<file path="src/rtl/alias_window_pkg.sv">
package alias_window_pkg;

    typedef enum logic [1:0] {
        RT_PASS   = 2'd0,
        RT_DEMOTE = 2'd1,
        RT_RAZ    = 2'd2,
        RT_FAULT  = 2'd3
    } route_t;

    typedef enum logic [1:0] {
        ST_IDLE  = 2'd0,
        ST_FWD   = 2'd1,
        ST_RAZ   = 2'd2,
        ST_FAULT = 2'd3
    } rsp_state_t;

    typedef struct packed {
        logic in_main;
        logic in_alias;
    } win_hit_t;

endpackage

</file>
<file path="src/rtl/aw_decode.sv">
module aw_decode
    import alias_window_pkg::*;
#(
    parameter int ADDR_W     = 18,
    parameter int WIN_BITS   = 12,
    parameter int ALIAS_BASE = 32'h20000
) (
    input  logic [ADDR_W-1:0]   addr,
    input  logic                ext_en,
    output win_hit_t            hit,
    output logic [WIN_BITS-1:0] offset
);
    localparam int PAGE_W     = ADDR_W - WIN_BITS;
    localparam int ALIAS_PAGE = ALIAS_BASE >> WIN_BITS;

    logic [PAGE_W-1:0] page;

    always_comb begin
        page         = addr[ADDR_W-1:WIN_BITS];
        offset       = addr[WIN_BITS-1:0];
        hit.in_main  = (page == '0);
        hit.in_alias = ext_en && (page == PAGE_W'(ALIAS_PAGE));
    end
endmodule

</file>
<file path="src/rtl/aw_filter.sv">
module aw_filter
    import alias_window_pkg::*;
(
    input  win_hit_t hit,
    input  logic     secure,
    input  logic     user,
    output route_t   route,
    output logic     fwd_secure
);
    always_comb begin
        route      = RT_FAULT;
        fwd_secure = 1'b0;
        if (hit.in_main) begin
            route      = RT_PASS;
            fwd_secure = secure;
        end else if (hit.in_alias) begin
            if (secure) begin
                route      = RT_DEMOTE;
                fwd_secure = 1'b0;
            end else if (!user) begin
                route = RT_RAZ;
            end else begin
                route = RT_FAULT;
            end
        end
    end
endmodule

</file>
<file path="src/rtl/aw_resp_fsm.sv">
module aw_resp_fsm
    import alias_window_pkg::*;
#(
    parameter int DATA_W = 32
) (
    input  logic              clk,
    input  logic              rst_n,
    input  logic              req,
    input  logic              we,
    input  route_t            route,
    input  logic [DATA_W-1:0] dn_rdata,
    input  logic              dn_err,
    output logic [DATA_W-1:0] rdata,
    output logic              resp_ok,
    output logic              resp_err
);
    rsp_state_t        state, state_nx;
    logic [DATA_W-1:0] cap_data;
    logic              cap_err;

    always_comb begin
        state_nx = ST_IDLE;
        if (req) begin
            unique case (route)
                RT_PASS, RT_DEMOTE: state_nx = ST_FWD;
                RT_RAZ:             state_nx = ST_RAZ;
                RT_FAULT:           state_nx = ST_FAULT;
                default:            state_nx = ST_FAULT;
            endcase
        end
    end

    always_ff @(posedge clk or negedge rst_n) begin
        if (!rst_n) begin
            state    <= ST_IDLE;
            cap_data <= '0;
            cap_err  <= 1'b0;
        end else begin
            state <= state_nx;
            if (state_nx == ST_FWD) begin
                cap_data <= we ? '0 : dn_rdata;
                cap_err  <= dn_err;
            end else begin
                cap_data <= '0;
                cap_err  <= 1'b0;
            end
        end
    end

    always_comb begin
        rdata    = '0;
        resp_ok  = 1'b0;
        resp_err = 1'b0;
        unique case (state)
            ST_IDLE: ;
            ST_FWD: begin
                rdata    = cap_data;
                resp_ok  = !cap_err;
                resp_err = cap_err;
            end
            ST_RAZ:   resp_ok  = 1'b1;
            ST_FAULT: resp_err = 1'b1;
            default:  resp_err = 1'b1;
        endcase
    end
endmodule

</file>
<file path="src/rtl/alias_window_filter.sv">
module alias_window_filter
    import alias_window_pkg::*;
#(
    parameter int ADDR_W     = 18,
    parameter int DATA_W     = 32,
    parameter int WIN_BITS   = 12,
    parameter int ALIAS_BASE = 32'h20000
) (
    input  logic                clk,
    input  logic                rst_n,
    input  logic                ext_en,
    input  logic                req,
    input  logic                we,
    input  logic [ADDR_W-1:0]   addr,
    input  logic [DATA_W-1:0]   wdata,
    input  logic                secure,
    input  logic                user,
    output logic [DATA_W-1:0]   rdata,
    output logic                resp_ok,
    output logic                resp_err,
    output logic                dn_req,
    output logic                dn_we,
    output logic [WIN_BITS-1:0] dn_addr,
    output logic [DATA_W-1:0]   dn_wdata,
    output logic                dn_secure,
    input  logic [DATA_W-1:0]   dn_rdata,
    input  logic                dn_err
);
    win_hit_t            hit;
    logic [WIN_BITS-1:0] offset;
    route_t              route;
    logic                fwd_secure;

    aw_decode #(
        .ADDR_W(ADDR_W), .WIN_BITS(WIN_BITS), .ALIAS_BASE(ALIAS_BASE)
    ) u_decode (
        .addr(addr), .ext_en(ext_en), .hit(hit), .offset(offset)
    );

    aw_filter u_filter (
        .hit(hit), .secure(secure), .user(user),
        .route(route), .fwd_secure(fwd_secure)
    );

    aw_resp_fsm #(.DATA_W(DATA_W)) u_fsm (
        .clk(clk), .rst_n(rst_n), .req(req), .we(we), .route(route),
        .dn_rdata(dn_rdata), .dn_err(dn_err),
        .rdata(rdata), .resp_ok(resp_ok), .resp_err(resp_err)
    );

    always_comb begin
        dn_req    = req && ((route == RT_PASS) || (route == RT_DEMOTE));
        dn_we     = dn_req && we;
        dn_addr   = offset;
        dn_wdata  = wdata;
        dn_secure = dn_req && fwd_secure;
    end
endmodule

</file>
<file path="config.mk">
export PLATFORM = sky130hd
export DESIGN_NAME = alias_window_filter
export DESIGN_NICKNAME = d
export VERILOG_FILES = /design/src/rtl/alias_window_pkg.sv /design/src/rtl/aw_decode.sv /design/src/rtl/aw_filter.sv /design/src/rtl/aw_resp_fsm.sv /design/src/rtl/alias_window_filter.sv
export SDC_FILE = /design/constraint.sdc
export NUM_CORES = 1
export LEC_CHECK = 0
export BUFFER_PORTS_ARGS = -buffer_cell sky130_fd_sc_hd__buf_4
export CORE_MARGIN = 8
export CORE_UTILIZATION = 37
export DETAILED_ROUTE_END_ITERATION = 7
export PLACE_DENSITY = 0.89
export SETUP_SLACK_MARGIN = 0.15
export SYNTH_ARGS = -nofsm -noshare
export SYNTH_HDL_FRONTEND = slang
export SYNTH_HIERARCHICAL = 1
export SYNTH_SLANG_ARGS = --single-unit
</file>
<file path="constraint.sdc">
create_clock -name clk -period 2.3 [get_ports clk]
set_clock_uncertainty 0.1 [all_clocks]
set_input_delay 0.46 -clock clk [delete_from_list [all_inputs] [get_ports clk]]
set_output_delay 0.46 -clock clk [all_outputs]
set_load 0.01 [all_outputs]
</file>
======== Yosys cells after proc, flatten, opt, wreduce, memory -nomap -nowiden ========
Cells that the tools add are included.
W data, S select, Z words.
cells by class
  muxes and demuxes ....................... 13
  equal/unequal tests ..................... 8
  reductions and logical operators ........ 9
operators by type and width
  operator              number
  $mux W32              3
  $eq A2 B2 Y1 const B  4
  $mux W2               4
  $eq A2 B1 Y1 const B  3
  $eq A6 B6 Y1 const B  1
  $logic_not A6 Y1      1
  $pmux W2 S3           1
  $logic_and A1 B1 Y1   4
  $pmux W1 S2           2
  $mux W1               3
  $logic_not A2 Y1      1
  $reduce_or A2 Y1      1
  $logic_not A1 Y1      1
  $logic_or A1 B1 Y1    1
word-level totals
  word-level logic and storage cells ...... 33
  bits in registers ....................... 35

======== Longest topological paths before layout ========
Gate-level depths: netlist (run 1).
  depth after elaboration ................. 10
  depth in mapped cells ................... 6
  mapped depth without buffers ............ 5

======== By module ========
Netlist (run 1), hierarchy kept.
by module, submodules not included
  module               area an instance (sq um)  cells an instance  times used
  aw_resp_fsm          1,443.9                   119                1
  alias_window_filter  269.0                     35                 1
  aw_decode            138.9                     16                 1
  aw_filter            21.3                      4                  1

======== Worst setup path before layout (run 1) ========
Ideal clock, no wire load.
  kind .................................... input to output
  from .................................... in addr[13]
  to ...................................... out dn_secure
  arrival ................................. 1,537 ps
  stages .................................. 4
  path buffers ............................ 0
  required time ........................... 1,740 ps
  slack ................................... 203 ps
  cell sequence ........................... or3_4 > nor4_4 > a21oi_1 > and3b_2
RTL lines
  what         RTL line                   RTL
  from (decl)  alias_window_filter.sv:14  input logic [ADDR_W-1:0] addr,
  to (decl)    alias_window_filter.sv:25  output logic dn_secure,

==> results.sh, run 1 <==
export IMPL_p_per_area_nw_per_um2=483
export IMPL_leakage_nw=1.32
export IMPL_pin_count_of_the_biggest_net_entering_global_routing=36
export IMPL_hold_violations=0
export IMPL_achievable_frequency_mhz=446
export IMPL_dp_hpwl_um=3400
export IMPL_fraction_of_the_yosys_area_taken_by_sequential_cells=0.468
export IMPL_drive_above_1_share=0.582
export IMPL_share_of_synthesized_cell_area_in_full_adder_half_adder_and_majority_cells=0.0200
export IMPL_setup_worst_path_start_class="input pin"
export IMPL_synthesis_nets=267
export IMPL_hold_class="input pin to async pin"
export IMPL_number_of_global_route_vias_before_repair=1426
export IMPL_seq_power_share=0.536
export IMPL_timing_critical_path_fanout_max=4
export IMPL_final_period_minus_worst_setup_slack_ps=2240
export IMPL_final_common_cell="sky130_fd_sc_hd__buf_4"
export IMPL_ir_worst_vdd_mv=0.252
export IMPL_placement_cell_area_um2=2270
export IMPL_design_area_um2=2400
export IMPL_maxSlewViolCount=0
export IMPL_required_ps=1740
export IMPL_ioPinCount=171
export IMPL_synth_simple_gate_area_frac=0.298
export IMPL_routed_wl_um=4260
export IMPL_floorplan_die_area_um2=7600
export IMPL_postSynthAreaPerCell_um2=10.8
export IMPL_synth_top_family_by_area="simple AND/OR/NAND/NOR gates"
export IMPL_portBuffers=82
export IMPL_fillerInstances=495
export IMPL_timing_max_slew_rel_slack=0.710
export IMPL_fin_util=0.479
export IMPL_buffer_cell_driving_the_clock_tree_root="sky130_fd_sc_hd__clkbuf_8"
export IMPL_synth_area_um2=1870
export IMPL_cap_violations=0
export IMPL_detail_route_drc_violations=0
export IMPL_p_int_mw=0.919
export IMPL_ys_types=20
export IMPL_clkTransAtPathRegs_ps=60
export IMPL_switchingPower_mw=0.240
export IMPL_count_of_mapped_cells_out_of_synthesis=174
export IMPL_outcome="complete, no violations"
export IMPL_post_detailed_route_via_to_cell_ratio=4.30
export IMPL_max_slew_worst_pin_slew_ps=435
export IMPL_core_area_um2=5010
export IMPL_count_of_h_tree_levels_built_during_cts=2
export IMPL_area_growth_pct=28.1
export IMPL_setup_violations=0
export IMPL_drtPass1Iterations=4
export IMPL_track_usage=0.115
export IMPL_yosysWarningCount=6
export IMPL_dr_first_iter_drc_count=13
export IMPL_grt_overflow_total=0
export IMPL_vias=1248
export IMPL_total_cts_buffers=5
export IMPL_diodes_inserted=0
export IMPL_post_route_period_util=0.974
export IMPL_cts_buffer_depth=2
export IMPL_yosys_mux_area_fraction=0
export IMPL_yosys_register_bits=35
export IMPL_yosys_area_share_xor_xnor=0
export IMPL_critical_path_arrival_ps=1680
export IMPL_initial_utilization=0.374
export IMPL_route_detailed_wl_per_inst_um=14.7
export IMPL_core_rowCount=26
export IMPL_p_clk_frac=0.371
export IMPL_most_common_layout_cells="sky130_fd_sc_hd__buf_4 (84), sky130_fd_sc_hd__and2_1 (43), sky130_fd_sc_hd__dfrtp_1 (35), sky130_fd_sc_hd__and2_2 (23), sky130_fd_sc_hd__clkbuf_8 (6)"
export IMPL_final_antenna_net_count=0
export IMPL_power_share_combinational=0.093
export IMPL_cts_tree="built"
export IMPL_final_nets=313
export IMPL_grt_pass1_wl_um=6710
export IMPL_antenna_found_initial=0
export IMPL_timing_setup_critical_path_class="input pin to output pin"
export IMPL_gp_congestion=0.678
export IMPL_dieHeight_um=87.2
export IMPL_rsz0062_at_grt="true"
export IMPL_complex_gate_fraction_of_the_synthesized_area=0.0160
export IMPL_die_x_um=87.2
export IMPL_p_sw_frac=0.207
export IMPL_cts_sink_count=35
export IMPL_critical_path_endpoint_type="output pin"
layer usage:
metal | global-route usage | vias to the layer above | wire [µm]
met5 | 0 | - | 0
met3 | 0.0792 | 20 | 609
met2 | 0.201 | 73 | 2180
met1 | 0.0888 | 579 | 1290
li1 | - | 576 | -
met4 | 0.0766 | 0 | 171
final cells by class:
class | instances | area, µm² | share of cell area
clock buffers | 6 | 82.6 | 0.0344
clock inverters | 1 | 5.00 | 0.00209
inverters | 4 | 15.0 | 0.00626
multi-input cells | 85 | 638 | 0.266
flip-flops and latches | 35 | 876 | 0.365
well taps | 70 | 87.6 | 0.0365
repair buffers | 89 | 696 | 0.290
state kept, by name, summed over array words and instances (netlist names):
register,cells
u_fsm/cap_err,1
u_fsm/state,2
u_fsm/cap_data,32
power by group through the flow:
stage	registers [mW]	logic, mW	clock network, mW
finish	0.621	0.108	0.430
global route	0.621	0.119	0.487
CTS	0.621	0.111	0.456
detailed placement	0.632	0.107	0
global placement	0.632	0.104	0
floorplan	0.632	0.101	0
worst max-delay path, cell delays in order:
cell                      delay [ps]
sky130_fd_sc_hd__buf_6            90
sky130_fd_sc_hd__or3_4           410
sky130_fd_sc_hd__nor4_4          250
sky130_fd_sc_hd__a21oi_2         120
sky130_fd_sc_hd__and3b_2         240
sky130_fd_sc_hd__buf_4           120
metrics by stage:
step	instances	setup slack [ps]	setup TNS [ps]	hold slack, ps	power (mW)
2_1_floorplan	174	203	0	64.4	0.733
5_1_grt	290	10.9	0	42.0	1.23
3_3_place_gp	281	49.8	0	325	0.736
4_1_cts	289	51.3	0	28.5	1.19
3_5_place_dp	281	-1.77	-1.77	337	0.740
6_report	290	58.9	0	28.2	1.16
cells by family (layout without fill, tap and decap cells):
family,Yosys count,after routing
AOI/OAI and AO/OA,5,5
buffers and inverters,54,100
and+or+nand+nor,77,77
adders and majority gates,3,3
DFF,35,35
repair_timing:
action / CTS / global route
hold buffers: 0 / 0
setup endpoints to repair: 3 / 3
hold endpoints to repair: 0 / 0
resized for setup: 6 / 0
setup buffers: 1 / 1
worst max-delay path by stage:
stage                         from        end  slack (ps)  cells after the start
after floorplan           addr[13]  dn_secure         200                      4
after global placement    addr[13]  dn_secure          50                      6
after detailed placement  addr[13]      dn_we          -2                      6
after CTS                 addr[13]      dn_we          50                      6
after global routing      addr[13]  dn_secure          10                      6
final                     addr[13]      dn_we          60                      6
cell usage after synthesis (all sizes together):
cell	number	area, µm²
nor4	2	33.8
nor3b	1	18.8
inv	4	15.0
nand2	1	3.75
a21oi	3	15.0
nor2	1	3.75
or3	1	11.3
a21o	1	7.51
dfrtp	35	876
clkbuf	6	26.3
and2b	1	8.76
a21boi	1	7.51
ha	3	37.5
nand2b	1	6.26
and3b	3	30.0
buf	44	330
and2	66	442
No activity file was read; power rests on OpenSTA's default activity.
==> run 2, diff against run 1 <==
ABC_AREA = 0   (was not set)
CORE_MARGIN = not set   (was 8)
PLACE_DENSITY = 0.79   (was 0.89)
==> run 2 against run 1 <==
Net effect:
- global-route usage grew 2.2 points
- die area shrank 30%
- worst setup slack lost 11 ps
- clock power fell by 3%
- critical path depth unchanged
- maximum frequency is 0.51% lower
- highest routed layer unchanged
==> results.sh, run 2 (synthesized netlist as in run 1, its figures left out) <==
export IMPL_crit_path_top_delay_cell="sky130_fd_sc_hd__or3_4"
export IMPL_area_growth_pct=27.3
export IMPL_post_detailed_route_via_to_cell_ratio=4.28
export IMPL_routed_wl_um=3600
export IMPL_leakage_nw=1.31
export IMPL_fillerInstances=469
export IMPL_portBuffers=82
export IMPL_final_nets=312
export IMPL_dp_worst_setup_slack_ps=14.5
export IMPL_met2_length_um=1970
export IMPL_dp_hpwl_um=2770
export IMPL_ir_worst_vdd_mv=0.240
export IMPL_timing_setup_critical_path_class="input pin to output pin"
export IMPL_place_inst=278
export IMPL_crit_chain="buf_6 > or3_4 > nor4_4 > a21oi_2 > and3b_2 > buf_6"
export IMPL_total_cts_buffers=5
export IMPL_required_ps=1740
export IMPL_ioPinCount=171
export IMPL_drtPass1Iterations=2
export IMPL_most_common_layout_cells="sky130_fd_sc_hd__buf_4 (81), sky130_fd_sc_hd__and2_1 (43), sky130_fd_sc_hd__dfrtp_1 (35), sky130_fd_sc_hd__and2_2 (23), sky130_fd_sc_hd__buf_6 (7)"
export IMPL_top_register="u_fsm/cap_data"
export IMPL_hold_fix_buffers_at_cts=0
export IMPL_cap_violations=0
export IMPL_dieHeight_um=73.2
export IMPL_number_of_global_route_vias_before_repair=1144
export IMPL_antenna_found_initial=0
export IMPL_metal3_wl_um=405
export IMPL_grt_pass1_wl_um=5200
export IMPL_final_period_minus_worst_setup_slack_ps=2250
export IMPL_pin_count_of_the_biggest_net_entering_global_routing=36
export IMPL_route_detailed_wl_per_inst_um=12.5
export IMPL_detail_route_drc_violations=0
export IMPL_clkTransAtPathRegs_ps=70
export IMPL_cts_buffer_depth=2
export IMPL_buffer_cell_driving_the_clock_tree_root="sky130_fd_sc_hd__clkbuf_8"
export IMPL_achievable_frequency_mhz=444
export IMPL_outcome="complete, no violations"
export IMPL_rsz0062_at_grt="true"
export IMPL_hold_violations=0
export IMPL_drive_above_1_share=0.577
export IMPL_core_area_um2=4790
export IMPL_diodes_inserted=0
export IMPL_met1Wirelength_um=1070
export IMPL_p_per_area_nw_per_um2=481
export IMPL_fin_ws_ps=47.5
export IMPL_largest_reg_flops=32
export IMPL_hold_slack_ps=16.8
export IMPL_dr_first_iter_drc_count=25
export IMPL_gp_congestion=0.644
export IMPL_setup_tns_final_ps=0
export IMPL_largest_registers="u_fsm/cap_data (32), u_fsm/state (2), u_fsm/cap_err (1)"
export IMPL_maxSlewViolCount=0
export IMPL_floorplan_die_area_um2=5350
export IMPL_cts_sink_count=35
export IMPL_core_rowCount=25
export IMPL_crit_top_cell="sky130_fd_sc_hd__buf_6"
export IMPL_final_antenna_net_count=0
export IMPL_hold_class="input pin to async pin"
export IMPL_initial_utilization=0.391
export IMPL_cts_tree="built"
export IMPL_grt_overflow_total=0
export IMPL_setup_violations=0
export IMPL_track_usage=0.137
export IMPL_die_x_um=73.2
export IMPL_critical_path_arrival_ps=1690
export IMPL_timing_max_slew_rel_slack=0.713
export IMPL_cp_slowest_stage_delay_ps=410
export IMPL_setup_worst_path_start_class="input pin"
export IMPL_post_layout_nonfiller_instances=287
export IMPL_max_slew_worst_pin_slew_ps=431
export IMPL_post_route_period_util=0.979
export IMPL_final_common_cell="sky130_fd_sc_hd__buf_4"
export IMPL_timing_critical_path_fanout_max=4
export IMPL_fin_util=0.498
export IMPL_vias=1229
export IMPL_maxUsedRoutingLayer="met4"
export IMPL_count_of_h_tree_levels_built_during_cts=2
export IMPL_critical_path_endpoint_type="output pin"
run 2: final cells by class:
type | count | area (µm²) | share of cell area
sequential | 35 | 876 | 0.367
clock buffer | 6 | 72.6 | 0.0304
multi-input combinational | 85 | 638 | 0.268
tap | 67 | 83.8 | 0.0352
inverter | 4 | 15.0 | 0.00630
timing repair buffer | 88 | 687 | 0.288
clock inverter | 2 | 12.5 | 0.00525
run 2: worst paths after layout:
kind | start | slack (ps) | cells after the start | endpoint
worst max-delay path | addr[13] | 50 | 6 | dn_secure
min in group clk | dn_rdata[4] | 280 | 2 | u_fsm/cap_data[4]$_DFF_PN0_
worst min-delay path | rst_n | 20 | 1 | u_fsm/cap_data[21]$_DFF_PN0_
max in group asynchronous | rst_n | 1780 | 1 | u_fsm/cap_data[2]$_DFF_PN0_
run 2: worst max-delay path, delay by kind of cell:
family / cells / cell delay, ps
simple gates: 3 / 940
compound gates: 1 / 110
buf+inv: 2 / 190
run 2: layer usage:
metal / vias to the layer above / GRT usage
met2: 76 / 0.254
met4: 0 / 0.0806
met5: - / 0
met1: 562 / 0.114
li1: 574 / -
met3: 17 / 0.0704
run 2: what timing repair did:
item | 4_1_cts | 5_1_grt
resized for setup | 6 | 3
endpoints found under the setup margin | 3 | 14
buffers inserted | 1 | 0
run 2: where the power goes:
group	internal, mW	leakage [nW]	switching [mW]	total [mW]
Combinational	0.0650	0.781	0.0424	0.107
Clock	0.211	0.0412	0.207	0.418
Sequential	0.619	0.484	0.00204	0.621
run 2: metrics by stage:
stage                     power [mW]  area, µm²
final                           1.15       2380
after global routing            1.21       2380
after CTS                       1.17       2370
after detailed placement       0.739       2250
after global placement         0.737       2250
after floorplan                0.733       1870
==> run 3, diff against run 2 <==
RECOVER_POWER = 50   (was not set)
==> run 3 against run 2 <==
Net effect:
- maximum frequency stayed put
- worst setup slack unchanged
- routed wire length about the same
- critical path depth did not move
- final cell count is the same
- sequential power about the same
- via count hardly changed
- clock power about the same
- largest power group unchanged
- the flow now finishes with violations (capacitance limit, slew limit)
==> results.sh, run 3 (synthesized netlist as in run 1, its figures left out) <==
export IMPL_outcome="complete, but fails checks"
export IMPL_failed_checks="capacitance limit, slew limit"
export IMPL_portBuffers=82
export IMPL_gp_congestion=0.644
export IMPL_rsz0062_at_grt="true"
export IMPL_setup_worst_path_start_class="input pin"
export IMPL_ir_worst_vdd_mv=0.240
export IMPL_routed_wl_um=3600
export IMPL_setup_violations=0
export IMPL_drive_above_1_share=0.573
export IMPL_detail_route_drc_violations=0
export IMPL_pin_count_of_the_biggest_net_entering_global_routing=36
export IMPL_fin_ws_ps=47.5
export IMPL_hold_violations=0
export IMPL_timing_setup_critical_path_class="input pin to output pin"
export IMPL_cts_buffer_depth=2
export IMPL_p_per_area_nw_per_um2=481
export IMPL_cap_violations=1
export IMPL_post_route_period_util=0.979
export IMPL_cts_sink_count=35
export IMPL_final_period_minus_worst_setup_slack_ps=2250
export IMPL_antenna_found_initial=0
export IMPL_hold_class="input pin to flip-flop"
export IMPL_dp_worst_setup_slack_ps=14.5
export IMPL_diodes_inserted=0
export IMPL_largest_reg_flops=32
export IMPL_dr_first_iter_drc_count=25
export IMPL_core_rowCount=25
export IMPL_grt_pass1_wl_um=5200
export IMPL_critical_path_arrival_ps=1690
export IMPL_floorplan_die_area_um2=5350
export IMPL_route_detailed_wl_per_inst_um=12.5
export IMPL_hold_fix_buffers_at_cts=0
export IMPL_maxSlewViolCount=36
export IMPL_post_detailed_route_via_to_cell_ratio=4.29
export IMPL_timing_max_slew_rel_slack=-0.203
export IMPL_top_register="u_fsm/cap_data"
export IMPL_setup_tns_final_ps=0
export IMPL_total_cts_buffers=5
export IMPL_ioPinCount=171
export IMPL_cts_tree="built"
export IMPL_drtPass1Iterations=2
export IMPL_core_area_um2=4790
export IMPL_initial_utilization=0.391
export IMPL_critical_path_endpoint_type="output pin"
export IMPL_count_of_h_tree_levels_built_during_cts=2
export IMPL_clkTransAtPathRegs_ps=70
export IMPL_grt_overflow_total=0
export IMPL_timing_hold_worst_path_depth=2
export IMPL_area_growth_pct=27.1
export IMPL_largest_registers="u_fsm/cap_data (32), u_fsm/state (2), u_fsm/cap_err (1)"
export IMPL_final_nets=312
export IMPL_max_slew_worst_pin_slew_ps=1800
export IMPL_track_usage=0.137
export IMPL_most_common_layout_cells="sky130_fd_sc_hd__buf_4 (80), sky130_fd_sc_hd__and2_1 (43), sky130_fd_sc_hd__dfrtp_1 (35), sky130_fd_sc_hd__and2_2 (23), sky130_fd_sc_hd__buf_6 (7)"
export IMPL_final_antenna_net_count=0
export IMPL_vias=1230
export IMPL_required_ps=1740
export IMPL_achievable_frequency_mhz=444
export IMPL_timing_critical_path_fanout_max=4
export IMPL_leakage_nw=1.30
export IMPL_final_common_cell="sky130_fd_sc_hd__buf_4"
export IMPL_dieHeight_um=73.2
export IMPL_buffer_cell_driving_the_clock_tree_root="sky130_fd_sc_hd__clkbuf_8"
export IMPL_number_of_global_route_vias_before_repair=1144
export IMPL_die_x_um=73.2
export IMPL_dp_hpwl_um=2770
[run 3: path summary, 6_finish.rpt]
check / from / to
min in group asynchronous: rst_n / u_fsm/cap_data[21]$_DFF_PN0_
worst min-delay path: dn_rdata[4] / u_fsm/cap_data[4]$_DFF_PN0_
max in group asynchronous: rst_n / u_fsm/cap_data[2]$_DFF_PN0_
worst max-delay path: addr[13] / dn_secure
[run 3: critical path, cell delays in order]
cell and delay [ps]:
sky130_fd_sc_hd__buf_6 90, sky130_fd_sc_hd__or3_4 410, sky130_fd_sc_hd__nor4_4 270, sky130_fd_sc_hd__a21oi_2 110, sky130_fd_sc_hd__and3b_2 260, sky130_fd_sc_hd__buf_6 100
[run 3: per-stage QoR]
stage / cells / utilization / power [mW] / hold WS, ps / instance area [µm²]
finish: 287 / 0.498 / 1.15 / 280 / 2380
CTS: 287 / 0.496 / 1.17 / 29.8 / 2370
floorplan: 174 / - / 0.733 / 64.4 / 1870
detailed placement: 278 / 0.471 / 0.739 / 334 / 2250
global placement: 278 / 0.471 / 0.737 / 332 / 2250
global route: 287 / 0.498 / 1.21 / 269 / 2380
[run 3: where the power goes]
part	internal, mW	switching (mW)
clock	0.211	0.207
sequential	0.619	0.00204
combinational	0.0641	0.0424
total	0.894	0.252
[run 3: repair_timing]
| action | in CTS | in global routing |
|---|---|---|
| endpoints found under the setup margin | 3 | 14 |
| buffers inserted | 1 | 0 |
| gates resized for setup | 6 | 3 |
[run 3: cell type report]
| cell class | instances | area [µm²] |
|---|---|---|
| fillers | 469 | 2400 |
| well taps | 67 | 83.8 |
| clock buffers | 6 | 72.6 |
| flip-flops and latches | 35 | 876 |
| inverters | 4 | 15.0 |
| multi-input cells | 85 | 638 |
| clock inverters | 2 | 12.5 |
| repair buffers | 88 | 683 |
[run 3: layer usage]
metal  wire length (µm)  track usage  up-vias  part of all wire
met2               1980        0.254       76              0.55
met5                  0            0        -                 0
met3                405       0.0704       17              0.11
met1               1060        0.114      563              0.29
li1                   -            -      574                 -
met4                150       0.0806        0             0.042
